==> src/rtl/eth_xbar_pkg.sv <==
package eth_xbar_pkg;

    localparam int unsigned MAC_ADDR_W = 48;

    // Bit 0 selects the CPU consumer, bit 1 the protocol engine.
    typedef enum logic [1:0] {
        DST_NONE = 2'b00,
        DST_CPU  = 2'b01,
        DST_IP   = 2'b10,
        DST_BOTH = 2'b11
    } dst_e;

    typedef enum logic {
        SRC_CPU = 1'b0,
        SRC_IP  = 1'b1
    } src_e;

    typedef struct packed {
        logic active;
        dst_e dst;
    } rx_state_t;

    typedef struct packed {
        logic busy;
        src_e owner;
        src_e last_won;
    } tx_state_t;

endpackage

==> src/rtl/eth_dst_classify.sv <==
module eth_dst_classify
    import eth_xbar_pkg::*;
(
    input  logic                  filter_en,
    input  logic [MAC_ADDR_W-1:0] dst_addr,
    input  logic [MAC_ADDR_W-1:0] cpu_addr,
    input  logic [MAC_ADDR_W-1:0] ip_addr,
    output dst_e                  dst
);

    logic is_bcast;
    logic is_zero;
    logic cpu_hit;
    logic ip_hit;

    always_comb begin
        is_bcast = &dst_addr;
        is_zero  = ~|dst_addr;
        cpu_hit  = (dst_addr == cpu_addr);
        ip_hit   = (dst_addr == ip_addr);
        if (!filter_en || is_bcast || is_zero) begin
            dst = DST_BOTH;
        end else begin
            dst = dst_e'({ip_hit, cpu_hit});
        end
    end

endmodule

==> src/rtl/eth_rx_steer.sv <==
module eth_rx_steer
    import eth_xbar_pkg::*;
(
    input  logic                  clk,
    input  logic                  rst_n,
    input  logic                  filter_en,
    input  logic [MAC_ADDR_W-1:0] cpu_addr,
    input  logic [MAC_ADDR_W-1:0] ip_addr,
    input  logic                  in_valid,
    input  logic [MAC_ADDR_W-1:0] in_addr,
    input  logic                  in_last,
    output logic                  in_ready,
    output logic [1:0]            out_valid,
    input  logic [1:0]            out_ready
);

    rx_state_t st_q, st_d;
    dst_e      dst_new;
    logic [1:0] want;
    logic      xfer;

    eth_dst_classify u_classify (
        .filter_en (filter_en),
        .dst_addr  (in_addr),
        .cpu_addr  (cpu_addr),
        .ip_addr   (ip_addr),
        .dst       (dst_new)
    );

    always_comb begin
        st_d     = st_q;
        want     = st_q.active ? st_q.dst : dst_new;
        in_ready = (!want[0] || out_ready[0]) && (!want[1] || out_ready[1]);
        xfer     = in_valid && in_ready;
        if (xfer) begin
            st_d.active = !in_last;
            st_d.dst    = dst_e'(want);
        end
    end

    // A consumer only sees valid when every other addressed consumer can take the word too.
    for (genvar i = 0; i < 2; i++) begin : g_cons
        assign out_valid[i] = in_valid && want[i] && (!want[1-i] || out_ready[1-i]);
    end

    always_ff @(posedge clk) begin
        if (!rst_n) begin
            st_q <= '{active: 1'b0, dst: DST_NONE};
        end else begin
            st_q <= st_d;
        end
    end

endmodule

==> src/rtl/eth_tx_arbiter.sv <==
module eth_tx_arbiter
    import eth_xbar_pkg::*;
#(
    parameter int unsigned DATA_W = 64,
    parameter int unsigned BE_W   = DATA_W / 8
) (
    input  logic                       clk,
    input  logic                       rst_n,
    input  logic [1:0]                 in_valid,
    output logic [1:0]                 in_ready,
    input  logic [1:0][DATA_W-1:0]     in_data,
    input  logic [1:0]                 in_last,
    input  logic [1:0][BE_W-1:0]       in_be,
    output logic                       out_valid,
    input  logic                       out_ready,
    output logic [DATA_W-1:0]          out_data,
    output logic                       out_last,
    output logic [BE_W-1:0]            out_be
);

    tx_state_t st_q, st_d;
    src_e      pick;
    logic      sel;
    logic      done;

    always_comb begin
        st_d = st_q;
        if (&in_valid) begin
            pick = (st_q.last_won == SRC_CPU) ? SRC_IP : SRC_CPU;
        end else if (in_valid[1]) begin
            pick = SRC_IP;
        end else begin
            pick = SRC_CPU;
        end
        sel       = st_q.busy ? st_q.owner : pick;
        out_valid = in_valid[sel];
        out_data  = in_data[sel];
        out_last  = in_last[sel];
        out_be    = in_be[sel];
        done      = out_valid && out_ready && out_last;
        if (!st_q.busy && |in_valid) begin
            st_d.owner    = pick;
            st_d.last_won = pick;
            st_d.busy     = !done;
        end else if (st_q.busy && done) begin
            st_d.busy = 1'b0;
        end
    end

    for (genvar i = 0; i < 2; i++) begin : g_prod
        assign in_ready[i] = out_ready && (sel == 1'(i));
    end

    always_ff @(posedge clk) begin
        if (!rst_n) begin
            st_q <= '{busy: 1'b0, owner: SRC_CPU, last_won: SRC_IP};
        end else begin
            st_q <= st_d;
        end
    end

endmodule

==> src/rtl/eth_mac_xbar.sv <==
module eth_mac_xbar
    import eth_xbar_pkg::*;
#(
    parameter int unsigned DATA_W = 64,
    localparam int unsigned BE_W  = DATA_W / 8
) (
    input  logic                  clk,
    input  logic                  rst_n,
    input  logic                  filter_en,
    input  logic [MAC_ADDR_W-1:0] cpu_mac_addr,
    input  logic [MAC_ADDR_W-1:0] ip_mac_addr,
    input  logic                  mac_rx_valid,
    output logic                  mac_rx_ready,
    input  logic [DATA_W-1:0]     mac_rx_data,
    input  logic                  mac_rx_last,
    input  logic [BE_W-1:0]       mac_rx_be,
    output logic                  cpu_rx_valid,
    input  logic                  cpu_rx_ready,
    output logic [DATA_W-1:0]     cpu_rx_data,
    output logic                  cpu_rx_last,
    output logic [BE_W-1:0]       cpu_rx_be,
    output logic                  ip_rx_valid,
    input  logic                  ip_rx_ready,
    output logic [DATA_W-1:0]     ip_rx_data,
    output logic                  ip_rx_last,
    output logic [BE_W-1:0]       ip_rx_be,
    input  logic                  cpu_tx_valid,
    output logic                  cpu_tx_ready,
    input  logic [DATA_W-1:0]     cpu_tx_data,
    input  logic                  cpu_tx_last,
    input  logic [BE_W-1:0]       cpu_tx_be,
    input  logic                  ip_tx_valid,
    output logic                  ip_tx_ready,
    input  logic [DATA_W-1:0]     ip_tx_data,
    input  logic                  ip_tx_last,
    input  logic [BE_W-1:0]       ip_tx_be,
    output logic                  mac_tx_valid,
    input  logic                  mac_tx_ready,
    output logic [DATA_W-1:0]     mac_tx_data,
    output logic                  mac_tx_last,
    output logic [BE_W-1:0]       mac_tx_be
);

    logic [1:0] rx_valid_vec;
    logic [1:0] tx_ready_vec;

    eth_rx_steer u_rx (
        .clk       (clk),
        .rst_n     (rst_n),
        .filter_en (filter_en),
        .cpu_addr  (cpu_mac_addr),
        .ip_addr   (ip_mac_addr),
        .in_valid  (mac_rx_valid),
        .in_addr   (mac_rx_data[MAC_ADDR_W-1:0]),
        .in_last   (mac_rx_last),
        .in_ready  (mac_rx_ready),
        .out_valid (rx_valid_vec),
        .out_ready ({ip_rx_ready, cpu_rx_ready})
    );

    assign cpu_rx_valid = rx_valid_vec[0];
    assign ip_rx_valid  = rx_valid_vec[1];
    assign cpu_rx_data  = mac_rx_data;
    assign ip_rx_data   = mac_rx_data;
    assign cpu_rx_last  = mac_rx_last;
    assign ip_rx_last   = mac_rx_last;
    assign cpu_rx_be    = mac_rx_be;
    assign ip_rx_be     = mac_rx_be;

    eth_tx_arbiter #(
        .DATA_W (DATA_W),
        .BE_W   (BE_W)
    ) u_tx (
        .clk       (clk),
        .rst_n     (rst_n),
        .in_valid  ({ip_tx_valid, cpu_tx_valid}),
        .in_ready  (tx_ready_vec),
        .in_data   ({ip_tx_data, cpu_tx_data}),
        .in_last   ({ip_tx_last, cpu_tx_last}),
        .in_be     ({ip_tx_be, cpu_tx_be}),
        .out_valid (mac_tx_valid),
        .out_ready (mac_tx_ready),
        .out_data  (mac_tx_data),
        .out_last  (mac_tx_last),
        .out_be    (mac_tx_be)
    );

    assign cpu_tx_ready = tx_ready_vec[0];
    assign ip_tx_ready  = tx_ready_vec[1];

endmodule

==> config.mk <==
export PLATFORM = sky130hd
export DESIGN_NAME = eth_mac_xbar
export DESIGN_NICKNAME = d
export VERILOG_FILES = /design/src/rtl/eth_xbar_pkg.sv /design/src/rtl/eth_dst_classify.sv /design/src/rtl/eth_rx_steer.sv /design/src/rtl/eth_tx_arbiter.sv /design/src/rtl/eth_mac_xbar.sv
export SDC_FILE = /design/constraint.sdc
export NUM_CORES = 1
export LEC_CHECK = 0
export ABC_AREA = 0
export BUFFER_PORTS_ARGS = -buffer_cell sky130_fd_sc_hd__clkbuf_2
export CAP_MARGIN = 20
export CELL_PAD_IN_SITES_DETAIL_PLACEMENT = 0
export CELL_PAD_IN_SITES_GLOBAL_PLACEMENT = 2
export CORE_AREA = 2 2 215 217
export CTS_CLUSTER_SIZE = 10
export DETAILED_ROUTE_END_ITERATION = 16
export DIE_AREA = 0 0 217 219
export MAX_ROUTING_LAYER = met4
export PLACE_DENSITY = 0.52
export SETUP_SLACK_MARGIN = 0.3
export SLEW_MARGIN = 20
export SYNTH_ARGS = -nofsm -noshare
export SYNTH_HDL_FRONTEND = slang
export SYNTH_SLANG_ARGS = --single-unit
==> constraint.sdc <==
create_clock -name clk -period 2.51 [get_ports clk]
set_input_delay 0.502 -clock clk [delete_from_list [all_inputs] [get_ports clk]]
set_output_delay 0.502 -clock clk [all_outputs]
set_load 0.05 [all_outputs]
# --- Word level (Yosys, flattened, before mapping) ---
# Cells that the tools add are included.
op_classes:
  magnitude_cmp: 1
  bitwise_logic: 1
  muxes: 16
  eq_ne: 2
  n_reduce_logical: 28
ops:
  columns: ["op", "n"]
  rows:
  - ["$mux 64", 2]
  - ["$eq 48x48->1", 2]
  - ["$reduce_and 48->1", 1]
  - ["$reduce_or 48->1", 1]
  - ["$mux 8", 2]
  - ["$logic_and 1x1->1", 12]
  - ["$mux 1", 10]
  - ["$logic_not 1->1", 7]
  - ["$logic_or 1x1->1", 4]
  - ["$mux 2", 2]
  - ["$lt 1x2->1 const B", 1]
  - ["$reduce_and 2->1", 1]
  - ["$reduce_bool 2->1", 1]
  - ["$reduce_or 2->1", 1]
  - ["$not 1->1", 1]
word_totals:
  out_inout_bits: 225
  regBits: 6
  input_bits: 324
  elab_cells: 53

# --- Depth between registers and ports, before layout ---
logic_depth:
  word_depth: 10
  depth_mapped: 7
  depth_no_buf: 7

# --- Cells and area by module ---
# A second synthesis with hierarchy kept.
unflattened:
  cells_unflattened: 427
  hier_area_um2: 3611.0
by_module_without_submodules:
  columns: ["mod", "cells_each", "n_inst", "area_per_inst_um2", "seq_area_each_um2"]
  rows:
  - ["eth_dst_classify", 161, 1, 1266.2, 0.0]
  - ["eth_mac_xbar", 146, 1, 1096.1, 0.0]
  - ["eth_tx_arbiter", 99, 1, 1048.5, 60.1]
  - ["eth_rx_steer", 21, 1, 200.2, 60.1]

# --- Least setup slack after synthesis ---
# No wires, ideal clock.
synth_path:
  path_type: "input-to-output"
  from: "input mac_rx_data[7]"
  to: "output cpu_rx_valid"
  t_arrival_ns: 2.632
  required_time_ns: 2.008
  cell_stages: 6
  n_path_buf: 0
  path_slack_ns: -0.624
  cell_sequence: "nor4_1 nand4_1 or3_1 nand4_2 o22ai_2 nor3b_1"
synth_between:
  elab_chain_len: 8
  word_cells_on_any_way: 13
  classes_between: "eq/ne: 2; mux: 2; reduce/logical: 9"
synth_lines:
  columns: ["element", "line_no", "rtl"]
  rows:
  - ["start: declaration", "eth_mac_xbar.sv:14", "input logic [DATA_W-1:0] mac_rx_data,"]
  - ["$reduce_and 48->1 or $reduce_or 48->1 (tied branches)", "eth_dst_classify.sv:17, eth_dst_classify.sv:18", null]
  - ["$logic_or 1x1->1 or $logic_not 1->1 (tied branches)", "eth_dst_classify.sv:21, eth_dst_classify.sv:18", null]
  - ["$logic_or 1x1->1", "eth_dst_classify.sv:21", "if (!filter_en || is_bcast || is_zero) begin"]
  - ["$mux 2 (*)", "eth_dst_classify.sv:21", null]
  - ["$mux 2 (*)", "eth_rx_steer.sv:32", "want = st_q.active ? st_q.dst : dst_new;"]
  - ["$logic_not 1->1", "eth_rx_steer.sv:43", "assign out_valid[i] = in_valid && want[i] && (!want[1-i] || out_ready[1-i]);"]
  - ["$logic_or 1x1->1", "eth_rx_steer.sv:43", null]
  - ["$logic_and 1x1->1 (*)", "eth_rx_steer.sv:43", null]
  - ["end: declaration", "eth_mac_xbar.sv:17", "output logic cpu_rx_valid,"]
# Mark *: on every way between the ends. The rest lies on a longest branch, timed or not.

# --- Worst setup path in the final report ---
layout_path:
  from: "input mac_rx_data[25]"
  to: "output ip_rx_valid"
layout_between:
  elab_chain_len: 8
  word_cells_on_any_way: 13
  classes_between: "eq/ne: 2; mux: 2; reduce/logical: 9"
layout_lines:
  columns: ["element", "line_no", "rtl"]
  rows:
  - ["$reduce_and 48->1 or $reduce_or 48->1 (tied branches)", "eth_dst_classify.sv:17, eth_dst_classify.sv:18", null]
  - ["$logic_or 1x1->1 or $logic_not 1->1 (tied branches)", "eth_dst_classify.sv:21, eth_dst_classify.sv:18", null]
  - ["$logic_or 1x1->1", "eth_dst_classify.sv:21", null]
  - ["$mux 2 (*)", "eth_dst_classify.sv:21", null]
  - ["$mux 2 (*)", "eth_rx_steer.sv:32", null]
  - ["$logic_not 1->1", "eth_rx_steer.sv:43", null]
  - ["$logic_or 1x1->1", "eth_rx_steer.sv:43", null]
  - ["$logic_and 1x1->1 (*)", "eth_rx_steer.sv:43", null]
  - ["end: declaration", "eth_mac_xbar.sv:22", "output logic ip_rx_valid,"]
# Marked as above.

==> metrics.cfg <==
[yosys]
synthArstFlopShare = 0
ys_ff_latch = 6
ys_top_cells_by_area = buf_4, xor2_1, mux2_2
synth_flop_cell = dfxtp_1
synth_nets = 756
syn_area_per_cell_um2 = 8.23
ys_warn_count = 0
synth_top_area_cell = buf_4
yosys-top-cells-count = buf_4, xor2_1, mux2_2
synth_edf_count = 0
yosysTopAreaCellShare = 0.308
synth-seq-area-share = 0.0338
synth_area_um2 = 3560
ys_types = 29
synth.most_common_cell = buf_4
syn-instance-count = 432

[worst_setup_path]
startpoint_type = input pin
ff2ff_path_depth = 8
path_max_fanout = 4
regToRegSetupSlack_ps = 720
path_class = input pin to output port
cp-startpoint = mac_rx_data[25]
reg2reg_from = u_tx.st_q[2]
cp.arrival_ps = 2360
cp-endpoint = ip_rx_valid
end_kind = output port
worstPathRequired_ps = 2010
r2r-end = u_tx.st_q[2]

[global_route]
grt_pass1_vias = 4813
grtUsageTotal = 0.109
grt_overflow = 0
grt_antenna_before_repair = 1
grt_max_degree = 8
grt_pass1_wl_um = 35900

[finish]
fillers = 4992
final_util = 0.207
drive_above_1_share = 0.840
final_nets = 1191
finish.instance_area_um2 = 9310
syn_to_final_growth_pct = 162

[floorplanning]
design.die.area_um2 = 47500
core_um2 = 45100
placementRows = 78
io_pins = 549
die_height_um = 219
die_x_um = 217
start_util = 0.0789

[sta]
worstMarginPinSlew_ps = 361
slew_headroom = 0.758
hold_viol = 0
setup_slack_ps = -354
clock.fmax_mhz = 349
setup_violations = 3
grt_setup_unrepaired = true
skew_ps = 0.0808
period_share = 1.14
timing.setup.tns_ps = -1040
period_needed_ps = 2860
final_max_slew_viol_count = 0

[clock_tree]
numCtsBuffers = 3
clk-insertion-delay-late_ps = 220
clock_tree.buffer_depth = 2
clk_pin_slew_ps = 30
root_buffer = clkbuf_16
postCtsHoldBufs = 0
htree_levels = 1
cts_tree = done
cts_sinks = 6

[route]
drc = 0
firstDrtPassIters = 4
wl_per_cell_um = 18.9
first_iter_violations = 116
vias = 4630
routed_via_density = 3.16
drt_wl_total_um = 27600
ant_nets = 0

[power]
p_switching_uw = 1550
leakagePower_uw = 0.00454
p_int_uw = 1660
p_clk_frac = 0.079
seqPwrFrac = 0.035
comb_power_share = 0.886
p_sw_frac = 0.483
p_per_area_nw_per_um2 = 345
vdd_drop_max_mv = 0.143

[placement]
placed_area_um2 = 6510
gp_congestion = 0.756
dpl.hpwl_um = 23900
portBuffers = 476

[status]
status = finished with violations
failed_checks = setup timing

[flow_run]
cap_violations = 0

[min_path]
min_path_type = register to register

state kept, by name, indices dropped and copies added (netlist names):
name	cells
u_tx.st_q	3
u_rx.st_q	3
worst max-delay path, stage by stage:
cell	delay, ps
clkbuf_4	160
nor4_4	310
nand4_1	240
or3_4	470
nand4_4	130
o22ai_4	110
o21ai_2	120
buf_4	130
nor2_4	40
buf_12	150
per-stage QoR:
stage	power (uW)	hold slack [ps]	setup slack (ps)	std cells
final	3220	479	-354	1466
after global routing	3350	521	-444	1466
after CTS	3140	484	-471	1458
after detailed placement	2120	479	-818	1429
after global placement	2120	471	-855	1429
after floorplan	1650	451	50.0	432
power by group through the flow:
stage / Clock, uW / Combinational (uW) / Sequential (uW)
detailed placement: 0 / 2000 / 112
finish: 255 / 2850 / 112
global route: 267 / 2970 / 113
global placement: 0 / 2010 / 112
CTS: 259 / 2770 / 112
floorplan: 0 / 1540 / 110
layout by cell type (no fill, tap or decap), types with 3 or more instances in the layout:
master / count
clkbuf_2: 376
clkbuf_16: 78
xor2_1: 77
buf_4: 76
mux2_4: 73
nand4_1: 21
nor4_2: 20
buf_6: 19
xor2_2: 14
buf_12: 14
nor4_1: 10
nor4_4: 9
buf_16: 9
buf_2: 6
xor2_4: 5
dfxtp_1: 5
inv_1: 4
buf_8: 4
a21oi_1: 3
o21ai_2: 3
nor2_1: 3
cell families after synthesis:
kind of cell           count (synthesis)  share of synthesized area
AND/OR/NAND/NOR                       81                      0.138
XOR/XNOR                              96                      0.236
AO/OA/AOI/OAI                         16                     0.0327
multiplexers                          75                      0.237
flip-flops                             6                     0.0338
buffers and inverters                158                      0.323
layout make-up:
cell class	count	area, um2	share of cell area
antenna	1	2.50	0.000269
clock buffer	3	75.1	0.00806
inverter	4	15.0	0.00161
multi-input combinational	269	3150	0.338
sequential	6	121	0.0130
tap	600	751	0.0806
timing repair buffer	583	5200	0.559
per-layer routing:
layer / global-route usage / share of wire / vias up
met2: 0.175 / 0.49 / 198
met5: - / 0 / -
met3: 0.0187 / 0.051 / 10
li1: - / - / 2239
met1: 0.149 / 0.46 / 2183
met4: 0.00639 / 0.0026 / 0
timing repair:
| item | CTS | global route |
|---|---|---|
| pin swaps | 15 | 39 |
| setup buffers | 16 | 7 |
| setup endpoints to repair | 80 | 80 |
| gates cloned | 10 | 0 |
| resized for setup | 296 | 100 |
how the worst min path moves through the flow:
stage	startpoint	slack (ps)	cells past startpoint	end
2_1_floorplan	u_rx.st_q[2]	450	2	u_rx.st_q[2]
3_3_place_gp	u_rx.st_q[2]	470	2	u_rx.st_q[2]
3_5_place_dp	u_rx.st_q[2]	480	2	u_rx.st_q[2]
4_1_cts	u_rx.st_q[2]	480	2	u_rx.st_q[2]
5_1_grt	u_rx.st_q[2]	520	2	u_rx.st_q[2]
6_report	u_rx.st_q[2]	480	2	u_rx.st_q[2]
Power figures use the tool's default switching activity.
